<file path="src/rtl/dac_wr_pkg.sv">
package dac_wr_pkg;
  localparam int WORD_W   = 16;
  localparam int CMD_W    = 4;
  localparam int SEL_W    = 2;
  localparam logic [CMD_W-1:0] PWR_CMD = '1;

  typedef enum logic [2:0] {
    PH_IDLE,
    PH_LEAD,
    PH_HIGH,
    PH_LOW,
    PH_GAP
  } phase_e;

  // Power-state command: top nibble all ones
  function automatic logic is_pwr_cmd(input logic [WORD_W-1:0] w);
    return w[WORD_W-1 -: CMD_W] == PWR_CMD;
  endfunction

  // Wake-up: power-state command with the selection field cleared
  function automatic logic is_wake_cmd(input logic [WORD_W-1:0] w);
    return is_pwr_cmd(w) && (w[SEL_W-1:0] == '0);
  endfunction
endpackage

</file>
<file path="src/rtl/dac_wr_shifter.sv">
module dac_wr_shifter
  import dac_wr_pkg::*;
#(
  parameter int FRAME_W  = 16,
  parameter int HALF_CYC = 7,
  parameter int LEAD_CYC = 3,
  parameter int TAIL_CYC = 7,
  parameter int GAP_CYC  = 20
) (
  input  logic               clk,
  input  logic               rst,
  input  logic               start,
  input  logic [FRAME_W-1:0] word,
  output logic               idle,
  output logic               done,
  output logic               cs_n,
  output logic               sclk,
  output logic               sdo
);
  localparam int M_A   = (HALF_CYC > LEAD_CYC) ? HALF_CYC : LEAD_CYC;
  localparam int M_B   = (TAIL_CYC > GAP_CYC) ? TAIL_CYC : GAP_CYC;
  localparam int MAXC  = (M_A > M_B) ? M_A : M_B;
  localparam int CNT_W = $clog2(MAXC + 1);
  localparam int BIT_W = $clog2(FRAME_W);

  phase_e             ph;
  logic [CNT_W-1:0]   cnt;
  logic [BIT_W-1:0]   left;
  logic [FRAME_W-1:0] shreg;

  assign idle = (ph == PH_IDLE);

  always_ff @(posedge clk) begin
    if (rst) begin
      ph    <= PH_IDLE;
      cnt   <= '0;
      left  <= '0;
      shreg <= '0;
      done  <= 1'b0;
      cs_n  <= 1'b1;
      sclk  <= 1'b0;
      sdo   <= 1'b0;
    end else begin
      done <= 1'b0;
      case (ph)
        PH_IDLE: if (start) begin
          ph    <= PH_LEAD;
          cs_n  <= 1'b0;
          sdo   <= word[FRAME_W-1];
          shreg <= {word[FRAME_W-2:0], 1'b0};
          left  <= BIT_W'(FRAME_W - 1);
          cnt   <= CNT_W'(LEAD_CYC - 1);
        end
        PH_LEAD: if (cnt == '0) begin
          ph   <= PH_HIGH;
          sclk <= 1'b1;
          cnt  <= CNT_W'(HALF_CYC - 1);
        end else cnt <= cnt - 1'b1;
        PH_HIGH: if (cnt == '0) begin
          ph   <= PH_LOW;
          sclk <= 1'b0;
          cnt  <= (left == '0) ? CNT_W'(TAIL_CYC - 1) : CNT_W'(HALF_CYC - 1);
        end else cnt <= cnt - 1'b1;
        PH_LOW: if (cnt == '0) begin
          if (left == '0) begin
            ph   <= PH_GAP;
            cs_n <= 1'b1;
            done <= 1'b1;
            cnt  <= CNT_W'(GAP_CYC - 1);
          end else begin
            ph    <= PH_HIGH;
            sclk  <= 1'b1;
            sdo   <= shreg[FRAME_W-1];
            shreg <= {shreg[FRAME_W-2:0], 1'b0};
            left  <= left - 1'b1;
            cnt   <= CNT_W'(HALF_CYC - 1);
          end
        end else cnt <= cnt - 1'b1;
        PH_GAP: if (cnt == '0) ph <= PH_IDLE;
                else cnt <= cnt - 1'b1;
        default: ph <= PH_IDLE;
      endcase
    end
  end

  AST_SCLK_IDLE_LOW: assert property (@(posedge clk) disable iff (rst)
    cs_n |-> !sclk);

  AST_SDO_STEADY_HIGH: assert property (@(posedge clk) disable iff (rst)
    (sclk && $past(sclk)) |-> $stable(sdo));
endmodule

</file>
<file path="src/rtl/dac_wr_holdoff.sv">
module dac_wr_holdoff #(
  parameter int WAKE_CYC = 2000
) (
  input  logic clk,
  input  logic rst,
  input  logic arm,
  input  logic frame_done,
  output logic hold
);
  localparam int TW = $clog2(WAKE_CYC + 1);

  logic          pend;
  logic [TW-1:0] remain;

  always_ff @(posedge clk) begin
    if (rst) begin
      pend   <= 1'b0;
      remain <= '0;
    end else begin
      if (frame_done && pend) begin
        remain <= TW'(WAKE_CYC);
        pend   <= 1'b0;
      end else if (remain != '0) begin
        remain <= remain - 1'b1;
      end
      if (arm) pend <= 1'b1;
    end
  end

  assign hold = pend || (remain != '0);

  AST_HOLD_AFTER_WAKE_FRAME: assert property (@(posedge clk) disable iff (rst)
    (frame_done && pend) |=> hold);
endmodule

</file>
<file path="src/rtl/dac_wr_seq.sv">
module dac_wr_seq
  import dac_wr_pkg::*;
#(
  parameter int HALF_CYC = 7,
  parameter int LEAD_CYC = 3,
  parameter int LAG_CYC  = 3,
  parameter int GAP_CYC  = 20,
  parameter int WAKE_CYC = 2000
) (
  input  logic              clk,
  input  logic              rst,
  input  logic              in_valid,
  output logic              in_ready,
  input  logic [WORD_W-1:0] in_data,
  output logic              busy,
  output logic              dac_cs_n,
  output logic              dac_sclk,
  output logic              dac_sdo
);
  localparam int TAIL_CYC = (HALF_CYC > LAG_CYC) ? HALF_CYC : LAG_CYC;
  localparam int GW       = $clog2(GAP_CYC + 2);

  logic link_idle, frame_done, hold, accept;

  assign in_ready = link_idle && (!hold || is_pwr_cmd(in_data));
  assign accept   = in_valid && in_ready;
  assign busy     = hold;

  dac_wr_shifter #(
    .FRAME_W (WORD_W),
    .HALF_CYC(HALF_CYC),
    .LEAD_CYC(LEAD_CYC),
    .TAIL_CYC(TAIL_CYC),
    .GAP_CYC (GAP_CYC)
  ) u_shift (
    .clk  (clk),
    .rst  (rst),
    .start(accept),
    .word (in_data),
    .idle (link_idle),
    .done (frame_done),
    .cs_n (dac_cs_n),
    .sclk (dac_sclk),
    .sdo  (dac_sdo)
  );

  dac_wr_holdoff #(
    .WAKE_CYC(WAKE_CYC)
  ) u_hold (
    .clk       (clk),
    .rst       (rst),
    .arm       (accept && is_wake_cmd(in_data)),
    .frame_done(frame_done),
    .hold      (hold)
  );

  // Length of the current chip-select high run, saturating
  logic [GW-1:0] hi_run;
  always_ff @(posedge clk) begin
    if (rst)                  hi_run <= GW'(GAP_CYC);
    else if (!dac_cs_n)       hi_run <= '0;
    else if (hi_run < GW'(GAP_CYC)) hi_run <= hi_run + 1'b1;
  end

  AST_CS_GAP_MIN: assert property (@(posedge clk) disable iff (rst)
    $fell(dac_cs_n) |-> (hi_run >= GW'(GAP_CYC)));

  AST_READY_LOW_IN_FRAME: assert property (@(posedge clk) disable iff (rst)
    !dac_cs_n |-> !in_ready);

  AST_HOLD_PASSES_PWR_ONLY: assert property (@(posedge clk) disable iff (rst)
    (in_valid && in_ready && busy) |-> (in_data[WORD_W-1 -: CMD_W] == PWR_CMD));
endmodule

</file>
<file path="config.mk">
export PLATFORM = sky130hd
export DESIGN_NAME = dac_wr_seq
export DESIGN_NICKNAME = d
export VERILOG_FILES = /design/src/rtl/dac_wr_pkg.sv /design/src/rtl/dac_wr_shifter.sv /design/src/rtl/dac_wr_holdoff.sv /design/src/rtl/dac_wr_seq.sv
export SDC_FILE = /design/constraint.sdc
export NUM_CORES = 1
export LEC_CHECK = 0
export ABC_CLOCK_PERIOD_IN_PS = 2900
export BUFFER_PORTS_ARGS = -buffer_cell sky130_fd_sc_hd__buf_2
export CELL_PAD_IN_SITES_DETAIL_PLACEMENT = 1
export CELL_PAD_IN_SITES_GLOBAL_PLACEMENT = 1
export CORE_MARGIN = 10
export CORE_UTILIZATION = 25
export CTS_CLUSTER_SIZE = 25
export DETAILED_ROUTE_END_ITERATION = 10
export PLACE_DENSITY_LB_ADDON = 0.1
export RECOVER_POWER = 25
export SLEW_MARGIN = 20
export SYNTH_ARGS = -nofsm -noshare
export SYNTH_HDL_FRONTEND = slang
export SYNTH_HIERARCHICAL = 1
export SYNTH_SLANG_ARGS = --single-unit
</file>
<file path="constraint.sdc">
create_clock -name clk -period 2.9 [get_ports clk]
set_clock_uncertainty 0.1 [all_clocks]
set_input_delay 0 -clock clk [delete_from_list [all_inputs] [get_ports clk]]
set_output_delay 0 -clock clk [all_outputs]
set_load 0.005 [all_outputs]
</file>
==> results_dict.tcl, run 1 <==
set metrics [dict create \
    maxCapViolations 0 \
    dieArea_um2 12600 \
    first_pass_iters 4 \
    clk_pin_slew_ns 0.10 \
    ys_ff_latch 43 \
    cts-buffers-inserted 5 \
    min_period_ns 2.79 \
    synthSimpleGateAreaFrac 0.238 \
    synth.distinct_cells 45 \
    reg2regPathDepth 8 \
    syn_inst 237 \
    path_class "reg2reg" \
    core_um2 8260 \
    reg2reg_slack_ns 0.11 \
    finalCritPeriodShare 0.963 \
    cp_slowest_stage_delay_ns 0.54 \
    synth-compound-area-share 0.181 \
    timing.rr.start "u_hold/remain[8]$_SDFFE_PP0P_" \
    tns_ns 0 \
    finalHoldViolations 0 \
    status "finished clean" \
    yosysSeqAreaShare 0.404 \
    io_pins 24 \
    hpwl_um 4200 \
    ant_nets 0 \
    yosys.area.top_type "dfxtp_1" \
    required_ns 3.02 \
    synthToLayoutAreaGrowth_pct 33.9 \
    synthAdderAreaFrac 0.0176 \
    vdd_drop_max_v 0.000438 \
    route.vias.total 1907 \
    slew_headroom 0.490 \
    drtIter0Drc 92 \
    whs_ns 0.0111 \
    numClockSinks 43 \
    synth-edff-count 0 \
    hold_start "rst" \
    syn-cell-area_um2 2130 \
    final_layout_size_suffix_gt1_frac 0.273 \
    routed_via_density 4.74 \
    crit_top_cell "or4_4" \
    n_antenna_cell 0 \
    worst-path-buf-inv 1 \
    hp-class "in2reg" \
    place_congestion 0.713 \
    synth_xor_area_frac 0.0247 \
    dieWidth_um 112 \
    grt.overflow.total 0 \
    nets 318 \
    finalSetupViolCount 0 \
    utilization 0.345 \
    clockBufferDepth 2 \
    yosys-top-cells-area "dfxtp_1 40%, mux2i_1 8.5%, a211oi_1 6.7%" \
    critPathCaptureType "flop" \
    synth_most_common_cell "dfxtp_1" \
    worstPathMaxFanout 7 \
    synth-main-ff-cell "dfxtp_1" \
    num_rows 33 \
    syn_avg_cell_area_um2 8.99 \
    root_buffer "clkbuf_8" \
    p_leak_nw 1.16 \
    syn_nets 259 \
    r2r_end "u_shift/shreg[13]$_SDFFE_PP0P_" \
    die_h_um 112 \
    clkLatencyLatePin_ns 0.31 \
    grt_pass1_vias 2003 \
    slowest_stage "or4_4" \
    htree_levels 2 \
    p_per_area_nw_per_um2 1080 \
    antenna_found_initial 0 \
    yosysTopAreaCellShare 0.404 \
    dp_cells 370 \
    wl_per_cell_um 15.0 \
    grt_pass1_wl_um 9850 \
    slew_violations 0 \
    synth_common_cells "43 x dfxtp_1, 36 x nor2_1, 19 x a211oi_1" \
    grt_usage 0.0934 \
    arrival_ns 2.91 \
    tightest_slew_ns 0.764 \
    portBuffers 23 \
    whs_path_depth 2 \
    final_cells 402 \
    critical-path-top-delay-family "simple AND/OR/NAND/NOR gates" \
    grt_start_max_net_pins 22 \
    synth.area.mux_share 0.0846 \
    ys_warn_count 6 \
    crit_path_start_kind "flop" \
    ys_async_sr_fraction 0 \
    min_to "u_shift/cnt[3]$_SDFFE_PP0P_" \
    wirelength_um 6030 \
    clock.fmax_mhz 358 \
    crit_chain "or4_4 -> or4_4 -> a21oi_2 -> or4b_4 -> o31ai_4 -> clkbuf_16 -> nor2_1 -> a211oi_1" \
    cts_tree "done" \
    synth_top_family_by_area "simple AND/OR/NAND/NOR gates" \
    drc 0 \
    initial_core_util 0.258 \
]
## stage by stage
stage	cell area, µm²	worst slack (ns)	total power [mW]
2_1_floorplan	2170	0.0516	2.07
3_3_place_gp	2480	0.144	2.52
3_5_place_dp	2480	0.0551	2.53
4_1_cts	2740	0.0345	2.98
5_1_grt	2850	-0.00631	3.38
6_report	2850	0.107	3.07
## state kept, by name (all words and copies together) (netlist names)
name / flops
u_shift/shreg: 15
u_hold/remain: 11
u_shift/cnt: 5
u_shift/left: 4
u_shift/ph: 3
u_hold/pend: 1
u_shift/cs_n: 1
u_shift/done: 1
u_shift/sclk: 1
u_shift/sdo: 1
## cells in the final DEF, fill, tap and decap left out, types with 2 or more instances in the layout
cell type,n
dfxtp_1,41
nor2_1,34
buf_2,21
buf_4,19
mux2i_1,18
dlygate4sd3_1,17
a21oi_1,16
a211oi_1,16
nand2_1,8
inv_1,8
nand3_1,7
clkbuf_8,5
nand2b_1,5
clkbuf_1,4
a31oi_1,4
xnor2_1,4
nand4_1,4
nor3_1,4
a211oi_2,4
or3b_2,3
nand3b_1,3
o21ai_0,3
clkinvlp_4,2
clkbuf_16,2
inv_2,2
or4_4,2
xor2_1,2
o31ai_1,2
dfxtp_2,2
nor2_2,2
a31o_2,2
ha_1,2
## worst reg2reg max path: stages (launching register included)
cell and delay (ns):
dfxtp_1 0.32, or4_4 0.54, or4_4 0.45, a21oi_2 0.15, or4b_4 0.50, o31ai_4 0.16, clkbuf_16 0.26, nor2_1 0.04
a211oi_1 0.19
## worst max path at each step
| stage | slack, ns | from | depth (start not counted) | end |
|---|---|---|---|---|
| floorplan | 0.05 | u_hold/remain[0]$_SDFFE_PP0P_ | 12 | u_shift/left[0]$_SDFFE_PP0P_ |
| global placement | 0.14 | u_hold/remain[0]$_SDFFE_PP0P_ | 11 | u_shift/shreg[5]$_SDFFE_PP0P_ |
| detailed placement | 0.06 | u_hold/remain[0]$_SDFFE_PP0P_ | 11 | u_shift/shreg[4]$_SDFFE_PP0P_ |
| CTS | 0.03 | u_hold/remain[1]$_SDFFE_PP0P_ | 11 | u_shift/shreg[4]$_SDFFE_PP0P_ |
| global route | -0.006 | u_hold/remain[1]$_SDFFE_PP0P_ | 11 | u_shift/shreg[11]$_SDFFE_PP0P_ |
| finish | 0.11 | u_hold/remain[8]$_SDFFE_PP0P_ | 8 | u_shift/shreg[13]$_SDFFE_PP0P_ |
## report_power, final
part | switching, mW | internal (mW) | total (mW)
Sequential | 0.162 | 0.802 | 0.965
Clock | 0.233 | 0.173 | 0.406
Combinational | 0.869 | 0.835 | 1.70
## cell families (layout without fill, tap and decap cells)
group,after synthesis,after routing
XOR/XNOR,6,6
adder cells (fa/ha/maj),3,3
flip-flops,43,43
AND/OR/NAND/NOR,89,89
AO/OA/AOI/OAI,55,55
multiplexers,18,18
buffers and inverters,23,83
## repair_timing
item / in CTS / in global routing
endpoints found under the hold margin: 17 / 0
hold buffers: 17 / 0
gates resized for setup: 0 / 15
buffers inserted: 0 / 4
setup endpoints to repair: 0 / 15
## metal layers
metal | routed length, µm | global-route usage
met1 | 2860 | 0.113
met2 | 2920 | 0.159
met3 | 187 | 0.0240
met4 | 52 | 0.0279
met5 | 0 | 0
## layout make-up
cell class,instances,area (µm²)
clock buffer,5,68.8
clock inverter,3,23.8
fill,969,5410
inverter,10,37.5
multi-input combinational,171,1210
sequential,43,863
tap,105,131
timing repair buffer,65,514
Power figures use the tool's default switching activity.
==> run 2: changes to the inputs <==
--- a/config.mk
+++ b/config.mk
@@ -5,6 +5,7 @@
 export SDC_FILE = /design/constraint.sdc
 export NUM_CORES = 1
 export LEC_CHECK = 0
+export ABC_AREA = 1
 export ABC_CLOCK_PERIOD_IN_PS = 2900
 export BUFFER_PORTS_ARGS = -buffer_cell sky130_fd_sc_hd__buf_2
 export CELL_PAD_IN_SITES_DETAIL_PLACEMENT = 1
@@ -18,5 +19,4 @@
 export SLEW_MARGIN = 20
 export SYNTH_ARGS = -nofsm -noshare
 export SYNTH_HDL_FRONTEND = slang
-export SYNTH_HIERARCHICAL = 1
 export SYNTH_SLANG_ARGS = --single-unit
==> run 2 against run 1 <==
Compared with the run above: area after synthesis rose by 11%; routed wire length increased by 12%; cell area rose by 1.1%; count of clock-buffer cells in the layout grew 1; critical path depth is 3 higher; first-iteration DRC count decreased by 30%.
==> results_dict.tcl, run 2 <==
set metrics [dict create \
    clkLatencyLatePin_ns 0.30 \
    grt_pass1_vias 2351 \
    arrival_ns 2.44 \
    p_leak_nw 1.32 \
    crit_chain "inv_1 -> ha_1 -> nand2_1 -> nor2_1 -> nand3_2 -> nand2_2 -> nand3_4 -> inv_1 -> nand2_1 -> a21oi_1 -> dlygate4sd3_1" \
    nets 411 \
    drc 0 \
    n_antenna_cell 0 \
    p_per_area_nw_per_um2 1030 \
    synthToLayoutAreaGrowth_pct 21.7 \
    ys_async_sr_fraction 0 \
    layout_common_cells "95 x nand2_1, 52 x nor2_1, 43 x dfxtp_1, 25 x inv_1, 21 x nand3_1" \
    synth_top_family_by_area "simple AND/OR/NAND/NOR gates" \
    synth.distinct_cells 36 \
    yosysSeqAreaShare 0.363 \
    htree_levels 2 \
    worst-path-buf-inv 3 \
    yosysTopAreaCellShare 0.363 \
    portBuffers 23 \
    slowest_stage "dlygate4sd3_1" \
    clock.fmax_mhz 437 \
    antenna_found_initial 0 \
    final_common_cell "nand2_1" \
    initial_core_util 0.256 \
    ys_ff_latch 43 \
    syn_avg_cell_area_um2 6.83 \
    synth-edff-count 0 \
    root_buffer "clkbuf_8" \
    cts-buffers-inserted 5 \
    io_pins 24 \
    route.vias.total 2241 \
    grt_start_max_net_pins 25 \
    synthSimpleGateAreaFrac 0.424 \
    reg_top3 "u_shift.shreg (15), u_hold.remain (11), u_shift.cnt (5)" \
    final_layout_size_suffix_gt1_frac 0.159 \
    syn_nets 370 \
    synth_xor_area_frac 0.0111 \
    crit_path_start_kind "flop" \
    place_congestion 0.733 \
    r2r_end "u_hold.pend$_SDFFE_PP0P_" \
    status "finished clean" \
    first_pass_iters 4 \
    fillerInstances 1175 \
    yosys.area.top_type "dfxtp_1" \
    regArea_um2 861 \
    grt_usage 0.0996 \
    synthAdderAreaFrac 0.0211 \
    die_h_um 117 \
    finalHoldViolations 0 \
    reg2reg_slack_ns 0.61 \
    maxCapViolations 0 \
    cp_slowest_stage_delay_ns 0.55 \
    reg2regPathDepth 11 \
    numClockSinks 43 \
    clk_pin_slew_ns 0.10 \
    synth_common_cells "95 x nand2_1, 50 x nor2_1, 43 x dfxtp_1" \
    routed_via_density 4.33 \
    synth.area.mux_share 0 \
    drtIter0Drc 64 \
    total_power_mw 2.96 \
    wl_per_cell_um 13.0 \
    synth-main-ff-cell "dfxtp_1" \
    worstPathMaxFanout 7 \
    cts_tree "done" \
    wirelength_um 6740 \
    largest_reg_flops 15 \
    rsz0062_at_grt "false" \
    dieWidth_um 117 \
    syn_inst 347 \
    slew_headroom 0.481 \
    ant_nets 0 \
    core_um2 9240 \
    critical-path-top-delay-family "buffers and inverters" \
    path_class "reg2reg" \
    critPathCaptureType "flop" \
    grt.overflow.total 0 \
    clockBufferDepth 2 \
    cts_setup_buffers 0 \
    whs_path_depth 2 \
    finalCritPeriodShare 0.789 \
    synth_most_common_cell "nand2_1" \
    whs_ns 0.372 \
    min_to "u_shift.cs_n$_SDFFE_PP1P_" \
    synth-compound-area-share 0.108 \
    dieArea_um2 13800 \
    timing.rr.start "u_hold.remain[0]$_SDFFE_PP0P_" \
    hp-class "reg2reg" \
    min_period_ns 2.29 \
    vdd_drop_max_v 0.000233 \
    multiInputGateArea_um2 1310 \
    yosys-top-cells-area "dfxtp_1 36%, nand2_1 15%, nor2_1 7.9%" \
    tightest_slew_ns 0.777 \
    finalSetupViolCount 0 \
    hold_start "u_shift.cs_n$_SDFFE_PP1P_" \
    tns_ns 0 \
    grt_pass1_wl_um 11600 \
    slew_violations 0 \
    hpwl_um 4980 \
    num_rows 35 \
    syn-cell-area_um2 2370 \
    required_ns 3.05 \
    ys_warn_count 0 \
    regMostFlops "u_shift.shreg" \
]
-- run 2: changes by cell type after synthesis, sizes merged, moves of 17 or more --
cell and change:
a211oi -19, inv +21, mux2i -18, nand2 +91, nand3 +17, nor2 +33, o21ai +19
-- run 2: timing repair --
item                      4_1_cts  5_1_grt
hold buffers                   19        0
gates resized for setup         0        0
hold endpoints to repair       22        0
-- run 2: cell type report --
type / count / share of cell area
Multi-Input combinational cell: 264 / 0.455
Sequential cell: 43 / 0.299
Timing Repair Buffer: 42 / 0.105
Tap cell: 129 / 0.0560
Inverter: 32 / 0.0434
Clock buffer: 6 / 0.0286
Clock inverter: 2 / 0.0135
-- run 2: power by group --
| group | internal, mW | total, mW | switching, mW |
|---|---|---|---|
| Combinational | 0.538 | 1.51 | 0.975 |
| Clock | 0.284 | 0.519 | 0.235 |
| Sequential | 0.778 | 0.924 | 0.146 |
-- run 2: metal layers --
| layer | track usage | up-vias | part of all wire |
|---|---|---|---|
| li1 | - | 1186 | - |
| met4 | 0.0258 | 0 | 0.0058 |
| met3 | 0.0206 | 2 | 0.027 |
| met5 | 0 | - | 0 |
| met2 | 0.164 | 23 | 0.47 |
| met1 | 0.128 | 1030 | 0.50 |
-- run 2: stage by stage --
stage | util | worst slack, ns | instance area [µm²] | std cells
floorplan | - | 1.18 | 2370 | 347
global placement | 0.281 | 0.845 | 2600 | 491
detailed placement | 0.281 | 0.820 | 2600 | 491
CTS | 0.315 | 0.603 | 2910 | 518
global route | 0.312 | 0.378 | 2880 | 518
finish | 0.312 | 0.611 | 2880 | 518
-- run 2: worst max-delay path by stage --
stage / from / endpoint / cells past startpoint
floorplan: u_hold.remain[0]$_SDFFE_PP0P_ / u_shift.shreg[15]$_SDFFE_PP0P_ / 12
global placement: u_hold.remain[0]$_SDFFE_PP0P_ / u_shift.shreg[10]$_SDFFE_PP0P_ / 11
detailed placement: u_hold.remain[0]$_SDFFE_PP0P_ / u_shift.shreg[10]$_SDFFE_PP0P_ / 11
CTS: u_hold.remain[0]$_SDFFE_PP0P_ / u_hold.pend$_SDFFE_PP0P_ / 11
global route: u_shift.cnt[0]$_SDFFE_PP0P_ / u_shift.shreg[13]$_SDFFE_PP0P_ / 9
finish: u_hold.remain[0]$_SDFFE_PP0P_ / u_hold.pend$_SDFFE_PP0P_ / 11
-- run 2: kinds of logic (layout without fill, tap and decap cells) --
kind of cell	Yosys count	after routing
simple gates	209	209
compound gates	48	48
flops	43	43
buf+inv	40	82
fa+ha+maj	4	4
xor+xnor	3	3
-- run 2: tightest hold or removal path, delay by kind of cell (launching register included) --
family        cells  cell delay [ns]
flops             1             0.34
simple gates      2             0.10
